File: src/rtl/i2c_byte_master.sv
module i2c_byte_master #(
  parameter int QDIV = 25
) (
  input  logic       clk,
  input  logic       rst_n,
  input  logic       reg_wr,
  input  logic [1:0] reg_addr,
  input  logic [7:0] reg_wdata,
  output logic [7:0] reg_rdata,
  input  logic       sda_in,
  output logic       scl_low,
  output logic       sda_low
);
  localparam int CW = $clog2(QDIV + 1);

  typedef enum logic [2:0] {S_IDLE, S_START, S_BIT, S_HOLD, S_STOP} st_t;
  st_t st;

  logic [7:0]    ctl, adr, txd, rxd, sh;
  logic [6:0]    sts, sts_set;
  logic [CW-1:0] cnt;
  logic [1:0]    q;
  logic [3:0]    bi;
  logic          is_adr, is_tx, last, ackd;

  logic busy, tick, qend, smp, dir_rd, wr_ctl, wr_sts, go, kill, lost, byte_end;

  assign dir_rd   = adr[0];
  assign busy     = (st == S_START) || (st == S_BIT) || (st == S_STOP);
  assign tick     = busy && (cnt == CW'(QDIV - 1));
  assign smp      = tick && (q == 2'd2);
  assign qend     = tick && (q == 2'd3);
  assign wr_ctl   = reg_wr && (reg_addr == 2'd0);
  assign wr_sts   = reg_wr && (reg_addr == 2'd1);
  assign go       = wr_ctl && reg_wdata[3] && reg_wdata[0] && (st == S_IDLE);
  assign kill     = wr_ctl && !reg_wdata[3];
  assign lost     = (st == S_BIT) && is_tx && (bi != 4'd8) && smp && sh[7] && !sda_in;
  assign byte_end = (st == S_BIT) && qend && (bi == 4'd8);

  always_comb begin
    case (reg_addr)
      2'd0:    reg_rdata = ctl;
      2'd1:    reg_rdata = {1'b0, sts};
      2'd2:    reg_rdata = adr;
      default: reg_rdata = rxd;
    endcase
  end

  always_comb begin
    sts_set = '0;
    if (lost) sts_set[5] = 1'b1;
    if ((st == S_STOP) && qend) sts_set[4] = 1'b1;
    if (byte_end) begin
      if (is_adr) begin
        sts_set[0] = 1'b1;
        sts_set[6] = !ackd;
        if (dir_rd) sts_set[1] = 1'b1;
        else        sts_set[3] = 1'b1;
      end else if (is_tx) begin
        sts_set[3] = 1'b1;
        sts_set[6] = !ackd;
      end else begin
        sts_set[1] = 1'b1;
      end
    end
  end

  always_ff @(posedge clk or negedge rst_n) begin
    if (!rst_n) begin
      ctl <= '0;
      adr <= '0;
      txd <= '0;
      sts <= '0;
    end else begin
      if (wr_ctl) ctl <= reg_wdata;
      if (reg_wr && (reg_addr == 2'd2)) adr <= reg_wdata;
      if (reg_wr && (reg_addr == 2'd3)) txd <= reg_wdata;
      sts <= (wr_sts ? (sts & reg_wdata[6:0]) : sts) | sts_set;
    end
  end

  always_ff @(posedge clk or negedge rst_n) begin
    if (!rst_n) begin
      cnt <= '0;
      q   <= '0;
    end else begin
      cnt <= (!busy || tick) ? '0 : cnt + 1'b1;
      if (!busy)     q <= '0;
      else if (tick) q <= q + 2'd1;
    end
  end

  always_ff @(posedge clk or negedge rst_n) begin
    if (!rst_n) begin
      st     <= S_IDLE;
      sh     <= '0;
      rxd    <= '0;
      bi     <= '0;
      is_adr <= 1'b0;
      is_tx  <= 1'b0;
      last   <= 1'b0;
      ackd   <= 1'b0;
    end else if (kill || lost) begin
      st <= S_IDLE;
    end else begin
      case (st)
        S_IDLE: if (go) begin
          st     <= S_START;
          sh     <= adr;
          bi     <= '0;
          is_adr <= 1'b1;
          is_tx  <= 1'b1;
        end
        S_START: if (qend) st <= S_BIT;
        S_BIT: begin
          if (smp) begin
            if (bi == 4'd8) ackd <= !sda_in;
            else if (!is_tx) sh <= {sh[6:0], sda_in};
          end
          if (qend) begin
            if (bi != 4'd8) begin
              bi <= bi + 4'd1;
              if (is_tx) sh <= {sh[6:0], 1'b0};
            end else begin
              bi <= '0;
              if (!is_tx) rxd <= sh;
              st <= (!is_tx && last) ? S_STOP : S_HOLD;
            end
          end
        end
        S_HOLD: begin
          if (ctl[1] && (!dir_rd || sts[6])) begin
            st <= S_STOP;
          end else if (dir_rd && !sts[1]) begin
            st     <= S_BIT;
            is_adr <= 1'b0;
            is_tx  <= 1'b0;
            last   <= ctl[1];
          end else if (!dir_rd && !sts[3]) begin
            st     <= S_BIT;
            is_adr <= 1'b0;
            is_tx  <= 1'b1;
            sh     <= txd;
          end
        end
        S_STOP: if (qend) st <= S_IDLE;
        default: st <= S_IDLE;
      endcase
    end
  end

  always_comb begin
    scl_low = 1'b0;
    sda_low = 1'b0;
    case (st)
      S_START: begin
        sda_low = (q != 2'd0);
        scl_low = (q == 2'd3);
      end
      S_BIT: begin
        scl_low = (q == 2'd0) || (q == 2'd3);
        if (bi == 4'd8) sda_low = !is_tx && !last;
        else            sda_low = is_tx && !sh[7];
      end
      S_HOLD: scl_low = 1'b1;
      S_STOP: begin
        scl_low = (q == 2'd0);
        sda_low = (q == 2'd0) || (q == 2'd1);
      end
      default: ;
    endcase
    if (ctl[4]) begin
      scl_low = !ctl[6];
      sda_low = !ctl[5];
    end
  end
endmodule

File: config.mk
export PLATFORM = sky130hd
export DESIGN_NAME = i2c_byte_master
export DESIGN_NICKNAME = d
export VERILOG_FILES = /design/src/rtl/i2c_byte_master.sv
export SDC_FILE = /design/constraint.sdc
export NUM_CORES = 1
export LEC_CHECK = 0
export ABC_CLOCK_PERIOD_IN_PS = 2400
export BUFFER_PORTS_ARGS = -buffer_cell sky130_fd_sc_hd__buf_2
export CAP_MARGIN = 40
export CORE_ASPECT_RATIO = 1.5
export CORE_MARGIN = 5
export CORE_UTILIZATION = 36
export CTS_CLUSTER_DIAMETER = 100
export CTS_CLUSTER_SIZE = 20
export DETAILED_ROUTE_END_ITERATION = 12
export PLACE_DENSITY_LB_ADDON = 0.15
export REMOVE_ABC_BUFFERS = 1
export SYNTH_ARGS = -nofsm -noshare
export SYNTH_HDL_FRONTEND = slang
export SYNTH_SLANG_ARGS = --single-unit
File: constraint.sdc
create_clock -name clk -period 2.4 [get_ports clk]
set_input_delay 0.36 -clock clk [delete_from_list [all_inputs] [get_ports clk]]
set_output_delay 0.36 -clock clk [all_outputs]
set_load 0.05 [all_outputs]
==> out/results.env, run 1 <==
RESULT_OF_THE_RUN='complete, no violations'
WHS_NS=0.0379
GRT_FIRST_PASS_WIRELENGTH_UM=15000
HOLD_CLASS='in2async'
TIMING.SETUP.CRITICAL_PATH_CLASS='reg2out'
TIGHTEST_SLEW_NS=0.713
CTS_MAX_PATH_BUFFERS=2
FINAL.SETUP_SKEW_NS=0.00661
REMAINING_DRC_ERRORS=0
CLKLATENCYLATEPIN_NS=0.34
LAYOUT.CELLS.NON_FILLER=468
POST_SYNTHESIS_TO_FINAL_LAYOUT_AREA_GROWTH_PCT=18.8
VIA_COUNT=2600
YOSYS_MOST_USED_DFF='sky130_fd_sc_hd__dfrtp_1'
CRIT_REQUIRED_NS=2.04
SEQ_AREA_FRAC_SYNTH_PCT=46.8
P_LEAK_nW=1.82
SYNTH_WARNINGS=0
PLACED_CELLS=450
VIAS_PER_CELL=5.56
GRT_PASS1_VIAS=2683
CTS_MAX_LEVEL=3
FINISH.NET_COUNT=370
DRT-INITIAL-DRC-COUNT=193
PEAK_SUPPLY_DROP_V=0.000511
MIN_PERIOD_OVER_PERIOD_PCT=96.2
DESIGN.DIE.AREA_UM2=11800
WORSTSETUPSTARTPOINTTYPE='flop'
CRITPATHBUFINV=2
FINAL_ESTIMATED_ROUTING_CONGESTION_IN_GLOBAL_PLACEMENT=0.791
CLOCK_SINK_COUNT=65
TRITONCTS='built'
TIMING.RR.END='rxd[2]'
SYN-INSTANCE-COUNT=315
DRT_PASS1_ITERATIONS=4
CLOCK_SLEW_SEEN_BY_THE_REGISTERS_OF_THE_WORST_SETUP_AND_HOLD_PATHS_NS=0.06
SYNTH.DISTINCT_CELLS=53
TOTALNEGATIVESETUPSLACK_NS=0
DIE-WIDTH_UM=90.2
REGTOREGSETUPSLACK_NS=0.23
WORST_R2R_STARTPOINT='st[0]'
MAX_SLEW_HEADROOM_PCT=52.5
CRITICAL_PATH.SLOWEST_CELL='sky130_fd_sc_hd__or3b_1'
DETAIL-ROUTE-ANTENNA-NETS=0
SYNTH_ENABLE_FLOP_CELLS=0
REPORT.FINAL.SETUP_VIOL=0
TIMING.CRITICAL_PATH.MODE_CELL='sky130_fd_sc_hd__buf_4'
SYNTH-SEQ-CELLS=65
ANTENNA-DIODE-COUNT=0
TIMING.CRITICAL_PATH.SLOWEST_CELL_DELAY_NS=0.50
TRACK_USAGE_PCT=16.6
INITIAL_ANTENNA_VIOLATION_COUNT=0
MAX-CAP-VIOLATIONS=0
NUM-FILL-CELLS=944
PLACE_HPWL_UM=6670
NETLIST_AREA_UM2=3480
CTS-BUFFERS-INSERTED=9
NUM_ROWS=44
SYNTH-ASYNC-RESET-RATIO_PCT=100
FINAL-HOLD-VIOLATION-COUNT=0
OVERFLOW=0
CRITICAL_PATH_PEAK_FANOUT=5
FINAL-MAX-SLEW-VIOLATION-COUNT=0
WORSTSETUPPATHDEPTH=5
NUMPORTBUFFERS=23
FLOORPLAN.INITIALDENSITY_PCT=36.3
POST_DRT_WL_PER_CELL_UM=19.6
MAXCLOCKFREQUENCY_GHz=0.433
IO_PINS=24
PATH_DELAY_FAMILY='simple AND/OR/NAND/NOR gates'
REGISTER_TO_REGISTER_PATH_DEPTH=5
PLACEABLECOREAREA_UM2=9580
DRIVE_GT1_SHARE_PCT=26.9
SYNTH_AREA_PER_CELL_UM2=11.0
PWR_DENSITY_CELL_nW_PER_UM2=1120
CRITPATHARRIVALTIME_NS=1.95
WORST_SETUP_PATH_END_KIND='output port'
CELL_BY_CELL_LISTING_OF_THE_CRITICAL_PATH='or3b_1 -> buf_4 -> o22ai_1 -> o21a_1 -> buf_4'
FLOORPLAN.DIE.HEIGHT_UM=130
GRT_MAX_DEGREE=39
CLOCK_TREE.ROOT_CELL='sky130_fd_sc_hd__clkbuf_16'
POST-ROUTE-MIN-PERIOD_NS=2.31
WL_UM=9160
[cell families after synthesis]
family / synth area share, %
AOI/OAI and AO/OA: 14.4
xor gates and xnor gates: 1.01
adders and majority gates: 2.88
buffers and inverters: 4.07
DFF: 46.8
muxes: 17.1
and+or+nand+nor: 13.8
[power breakdown]
| part | total [W] | leakage, nW | internal (W) | switching [W] |
|---|---|---|---|---|
| clock network | 0.00146 | 0.155 | 0.000966 | 0.000494 |
| registers | 0.00154 | 0.814 | 0.00134 | 0.000203 |
| logic | 0.00161 | 0.847 | 0.000667 | 0.000941 |
| total | 0.00461 | 1.82 | 0.00297 | 0.00164 |
[cell usage after synthesis, types with 3 or more instances]
library cell,count,area share [%]
sky130_fd_sc_hd__dfrtp_1,65,47
sky130_fd_sc_hd__nor2_1,26,2.8
sky130_fd_sc_hd__mux2_2,24,7.8
sky130_fd_sc_hd__nand2_1,19,2.1
sky130_fd_sc_hd__o21ai_0,18,2.6
sky130_fd_sc_hd__a21oi_1,12,1.7
sky130_fd_sc_hd__clkbuf_1,11,1.2
sky130_fd_sc_hd__inv_1,10,1.1
sky130_fd_sc_hd__mux2_1,9,2.9
sky130_fd_sc_hd__ha_1,8,2.9
sky130_fd_sc_hd__o2bb2ai_1,8,2.0
sky130_fd_sc_hd__a221oi_1,7,1.8
sky130_fd_sc_hd__nand3_1,7,1.0
sky130_fd_sc_hd__mux2i_1,6,1.7
sky130_fd_sc_hd__mux4_2,6,3.9
sky130_fd_sc_hd__o31ai_1,6,1.3
sky130_fd_sc_hd__buf_2,5,0.72
sky130_fd_sc_hd__a31oi_1,4,0.72
sky130_fd_sc_hd__nand2b_1,4,0.72
sky130_fd_sc_hd__nand3b_1,4,0.86
sky130_fd_sc_hd__nand4b_1,4,1.0
sky130_fd_sc_hd__o21a_1,4,0.86
sky130_fd_sc_hd__nor3_1,3,0.43
sky130_fd_sc_hd__nor4_1,3,0.54
sky130_fd_sc_hd__xor2_1,3,0.76
[worst register-to-register path, cell delays in order, from the launching register on]
cell and delay [ns]:
sky130_fd_sc_hd__dfrtp_1 0.37, sky130_fd_sc_hd__or3b_1 0.50, sky130_fd_sc_hd__nor2_1 0.16, sky130_fd_sc_hd__o21ai_1 0.11, sky130_fd_sc_hd__or3_1 0.51, sky130_fd_sc_hd__mux2_1 0.39
[layout make-up]
cell class	count	area [um^2]	area share (%)
multi-input combinational	219	1720	41.7
sequential	65	1630	39.4
timing repair buffer	43	270	6.54
clock buffer	12	256	6.21
tap	115	144	3.48
clock inverter	4	75.1	1.82
inverter	10	37.5	0.909
[state kept, by name (all words and copies together) (netlist names), 4 cells and up]
name / count
cnt: 5
sts: 7
sh: 8
bi: 4
adr: 8
rxd: 8
txd: 8
ctl: 8
[per-stage QoR]
stage          cell area, um^2  power [W]  worst slack [ns]  util, %
2_1_floorplan             3370    0.00259            0.0888        -
3_3_place_gp              3770    0.00314             0.189     39.3
3_5_place_dp              3770    0.00314             0.115     39.3
4_1_cts                   4100    0.00462            0.0474     42.8
5_1_grt                   4130    0.00490           -0.0353     43.1
6_report                  4130    0.00461            0.0922     43.1
[cells in the final DEF (no fill, tap or decap), types with 3 or more instances in the layout]
cell                        Yosys  layout
sky130_fd_sc_hd__ha_1           8       8
sky130_fd_sc_hd__inv_1         10      10
sky130_fd_sc_hd__buf_2          5      21
sky130_fd_sc_hd__mux2i_1        6       6
sky130_fd_sc_hd__o21ai_0       18      18
sky130_fd_sc_hd__o21a_1         4       4
sky130_fd_sc_hd__a21oi_1       12      11
sky130_fd_sc_hd__dfrtp_1       65      65
sky130_fd_sc_hd__o2bb2ai_1      8       8
sky130_fd_sc_hd__nand3b_1       4       4
sky130_fd_sc_hd__nand4b_1       4       4
sky130_fd_sc_hd__nor3_1         3       3
sky130_fd_sc_hd__clkbuf_16      0       9
sky130_fd_sc_hd__nand3_1        7       7
sky130_fd_sc_hd__xor2_1         3       3
sky130_fd_sc_hd__mux2_1         9       9
sky130_fd_sc_hd__mux2_2        24      24
sky130_fd_sc_hd__nor2_1        26      26
sky130_fd_sc_hd__buf_4          1      22
sky130_fd_sc_hd__a221oi_1       7       7
sky130_fd_sc_hd__o31ai_1        6       6
sky130_fd_sc_hd__nand2b_1       4       4
sky130_fd_sc_hd__a31oi_1        4       4
sky130_fd_sc_hd__nand2_1       19      19
sky130_fd_sc_hd__mux4_2         6       6
[layer usage]
layer,global-route usage [%],vias to the layer above,share of wire [%]
li1,-,1235,-
met1,19.6,1307,42
met2,28.7,46,53
met3,3.17,12,2.4
met4,8.94,0,2.9
met5,0,-,0
[how the worst max path moves through the flow]
| stage | end | start | slack (ns) |
|---|---|---|---|
| CTS | sda_low | bi[0] | 0.05 |
| global route | scl_low | q[1] | -0.04 |
| global placement | last | bi[0] | 0.19 |
| floorplan | rxd[0] | st[0] | 0.09 |
| finish | sda_low | st[0] | 0.09 |
| detailed placement | last | bi[0] | 0.11 |
[repair_timing]
item | 4_1_cts | 5_1_grt
setup endpoints to repair | 1 | 6
resized for setup | 1 | 6
setup buffers | 0 | 2
hold buffers | 0 | 0
cloned | 0 | 0
Power figures use the tool's default switching activity.
==> run 2: changes to the inputs <==
Settings changed: ABC_CLOCK_PERIOD_IN_PS 2400 to 2200.
Clock period 2.4 ns to 2.2 ns, I/O delays scaled along.
==> out/results.env, run 2 (synthesis results as in run 1) <==
RESULT_OF_THE_RUN='complete, but fails checks'
VIOLATIONS='negative setup slack'
LAYOUT_SETUP_WS_NS=-0.00834
FINAL-MAX-SLEW-VIOLATION-COUNT=0
PATH_DELAY_FAMILY='compound AO/OA/AOI/OAI gates'
LAYOUT.CELLS.NON_FILLER=483
CRITPATHARRIVALTIME_NS=1.88
SETUP_REPAIR_AFTER_GLOBAL_ROUTING_MISSED_ITS_MARGIN='yes'
CRITICAL_PATH.SLOWEST_CELL='sky130_fd_sc_hd__dfrtp_1'
PLACE_HPWL_UM=6940
FINAL_COMMON_CELL='sky130_fd_sc_hd__dfrtp_1'
VIA_COUNT=2667
GRT_PASS1_VIAS=2814
GLOBALROUTEMET2UTIL_PCT=30.3
PWR_DENSITY_CELL_nW_PER_UM2=1200
NUM_ROWS=44
ROUTING_USAGE_ON_MET1_PCT=19.4
FINISH.NET_COUNT=387
DRT-INITIAL-DRC-COUNT=130
PLACED_CELLS=463
CLOCK_SLEW_SEEN_BY_THE_REGISTERS_OF_THE_WORST_SETUP_AND_HOLD_PATHS_NS=0.05
OVERFLOW=0
MIN_PERIOD_OVER_PERIOD_PCT=100
MAX-CAP-VIOLATIONS=0
TOTALNEGATIVESETUPSLACK_NS=-0.00834
CELL_BY_CELL_LISTING_OF_THE_CRITICAL_PATH='inv_1 -> ha_2 -> and3b_2 -> buf_6 -> nor2_2 -> a21oi_2 -> o22ai_2 -> o21a_1 -> buf_6'
INITIAL_ANTENNA_VIOLATION_COUNT=0
FINAL_CELL_MIX='sky130_fd_sc_hd__dfrtp_1 (65), sky130_fd_sc_hd__buf_4 (34), sky130_fd_sc_hd__nor2_1 (25), sky130_fd_sc_hd__mux2_2 (24), sky130_fd_sc_hd__buf_2 (21)'
GRT_MOST_USED_LAYER='met2'
WL_UM=9360
DESIGN.DIE.AREA_UM2=11800
VIAS_PER_CELL=5.52
POST-ROUTE-MIN-PERIOD_NS=2.21
FLOORPLAN.DIE.HEIGHT_UM=130
CLKLATENCYLATEPIN_NS=0.33
ANTENNA-DIODE-COUNT=0
CTS-BUFFERS-INSERTED=9
GRTUSAGEMET3_PCT=3.06
CLOCK_SINK_COUNT=65
PLACEABLECOREAREA_UM2=9580
TIMING.CRITICAL_PATH.SLOWEST_CELL_DELAY_NS=0.37
CRIT_REQUIRED_NS=1.87
MAX_SLEW_HEADROOM_PCT=57.9
CRITICAL_PATH_PEAK_FANOUT=2
FINAL_ESTIMATED_ROUTING_CONGESTION_IN_GLOBAL_PLACEMENT=0.799
FINAL-HOLD-VIOLATION-COUNT=0
GRT_FIRST_PASS_WIRELENGTH_UM=15100
TIMING.CRITICAL_PATH.MODE_CELL='sky130_fd_sc_hd__buf_6'
PEAK_SUPPLY_DROP_V=0.000673
MAXCLOCKFREQUENCY_GHz=0.453
CTS_MAX_LEVEL=3
POST_DRT_WL_PER_CELL_UM=19.4
WORSTSETUPSTARTPOINTTYPE='flop'
IO_PINS=24
CTS_MAX_PATH_BUFFERS=2
DRT_PASS1_ITERATIONS=4
TIGHTEST_SLEW_NS=0.632
REPORT.FINAL.SETUP_VIOL=1
CRITPATHBUFINV=3
TIMING.SETUP.CRITICAL_PATH_CLASS='reg2out'
HOLD_CLASS='in2reg'
WORST_SETUP_PATH_END_KIND='output port'
DIE-WIDTH_UM=90.2
FINAL.SETUP_SKEW_NS=0.00451
DRIVE_GT1_SHARE_PCT=32.6
P_LEAK_nW=1.91
TRITONCTS='built'
REMAINING_DRC_ERRORS=0
NUMPORTBUFFERS=23
FLOORPLAN.INITIALDENSITY_PCT=36.3
GRT_MAX_DEGREE=30
TRACK_USAGE_PCT=16.8
POST_SYNTHESIS_TO_FINAL_LAYOUT_AREA_GROWTH_PCT=24.2
CLOCK_TREE.ROOT_CELL='sky130_fd_sc_hd__clkbuf_16'
DETAIL-ROUTE-ANTENNA-NETS=0
-- run 2: cell types whose count changed in the layout (fill, tap and decap cells not counted), moves of 2 or more --
cell	before	now
sky130_fd_sc_hd__clkinvlp_4	2	0
sky130_fd_sc_hd__buf_4	22	34
sky130_fd_sc_hd__inv_2	0	2
sky130_fd_sc_hd__ha_2	0	2
sky130_fd_sc_hd__inv_1	10	8
sky130_fd_sc_hd__buf_6	0	2
sky130_fd_sc_hd__ha_1	8	5
-- run 2: worst register-to-register path: stages, from the launching register on --
cell and delay (ns):
sky130_fd_sc_hd__dfrtp_1 0.41, sky130_fd_sc_hd__inv_2 0.09, sky130_fd_sc_hd__ha_1 0.25, sky130_fd_sc_hd__nand4b_1 0.15, sky130_fd_sc_hd__nor4_2 0.07, sky130_fd_sc_hd__or4b_1 0.56, sky130_fd_sc_hd__o21bai_4 0.25, sky130_fd_sc_hd__o2bb2ai_1 0.16
-- run 2: final cells by class --
| cell class | count | area (um^2) |
|---|---|---|
| flip-flops and latches | 65 | 1630 |
| well taps | 115 | 144 |
| fillers | 950 | 5260 |
| multi-input cells | 219 | 1760 |
| clock inverters | 3 | 65.1 |
| repair buffers | 60 | 428 |
| inverters | 10 | 37.5 |
| clock buffers | 11 | 253 |
-- run 2: path summary, 6_finish.rpt --
path | startpoint | endpoint | slack [ns] | cells after the start
min in group asynchronous | rst_n | cnt[4] | 0.49 | 2
worst max register to register | q[0] | sh[3] | 0.12 | 7
worst min register to register | ackd | sts[6] | 0.47 | 1
worst min-delay path | sda_in | ackd | 0.26 | 2
max in group asynchronous | rst_n | ctl[3] | 1.17 | 3
worst max-delay path | bi[1] | sda_low | -0.008 | 9
-- run 2: repair_timing --
action / CTS / global route
gates resized for setup: 8 / 13
setup buffers: 3 / 2
endpoints found under the setup margin: 3 / 21
hold buffers: 1 / 0
pin swaps: 4 / 4
hold endpoints to repair: 16 / 0
-- run 2: where the power goes --
part           total (W)  internal (W)  leakage (nW)  switching, W
sequential       0.00169       0.00146         0.814      0.000228
combinational    0.00192      0.000862         0.940       0.00106
clock            0.00156       0.00104         0.157      0.000521
total            0.00517       0.00336          1.91       0.00181
-- run 2: stage by stage --
| step | hold slack [ns] | worst slack, ns | utilization (%) | power, W | area (um^2) |
|---|---|---|---|---|---|
| after floorplan | 0.0344 | -0.111 | - | 0.00282 | 3370 |
| after CTS | 0.238 | -0.0646 | 44.4 | 0.00515 | 4260 |
| final | 0.255 | -0.00834 | 45.1 | 0.00517 | 4320 |
| after global placement | 0.319 | -0.0194 | 40.5 | 0.00350 | 3880 |
| after global routing | 0.258 | -0.0944 | 45.1 | 0.00546 | 4320 |
| after detailed placement | 0.320 | -0.0115 | 40.5 | 0.00352 | 3880 |
-- run 2: metal layers --
layer | wire [um] | share of wire [%]
met4 | 218 | 2.3
met3 | 238 | 2.5
met5 | 0 | 0
met1 | 3840 | 41
met2 | 5070 | 54
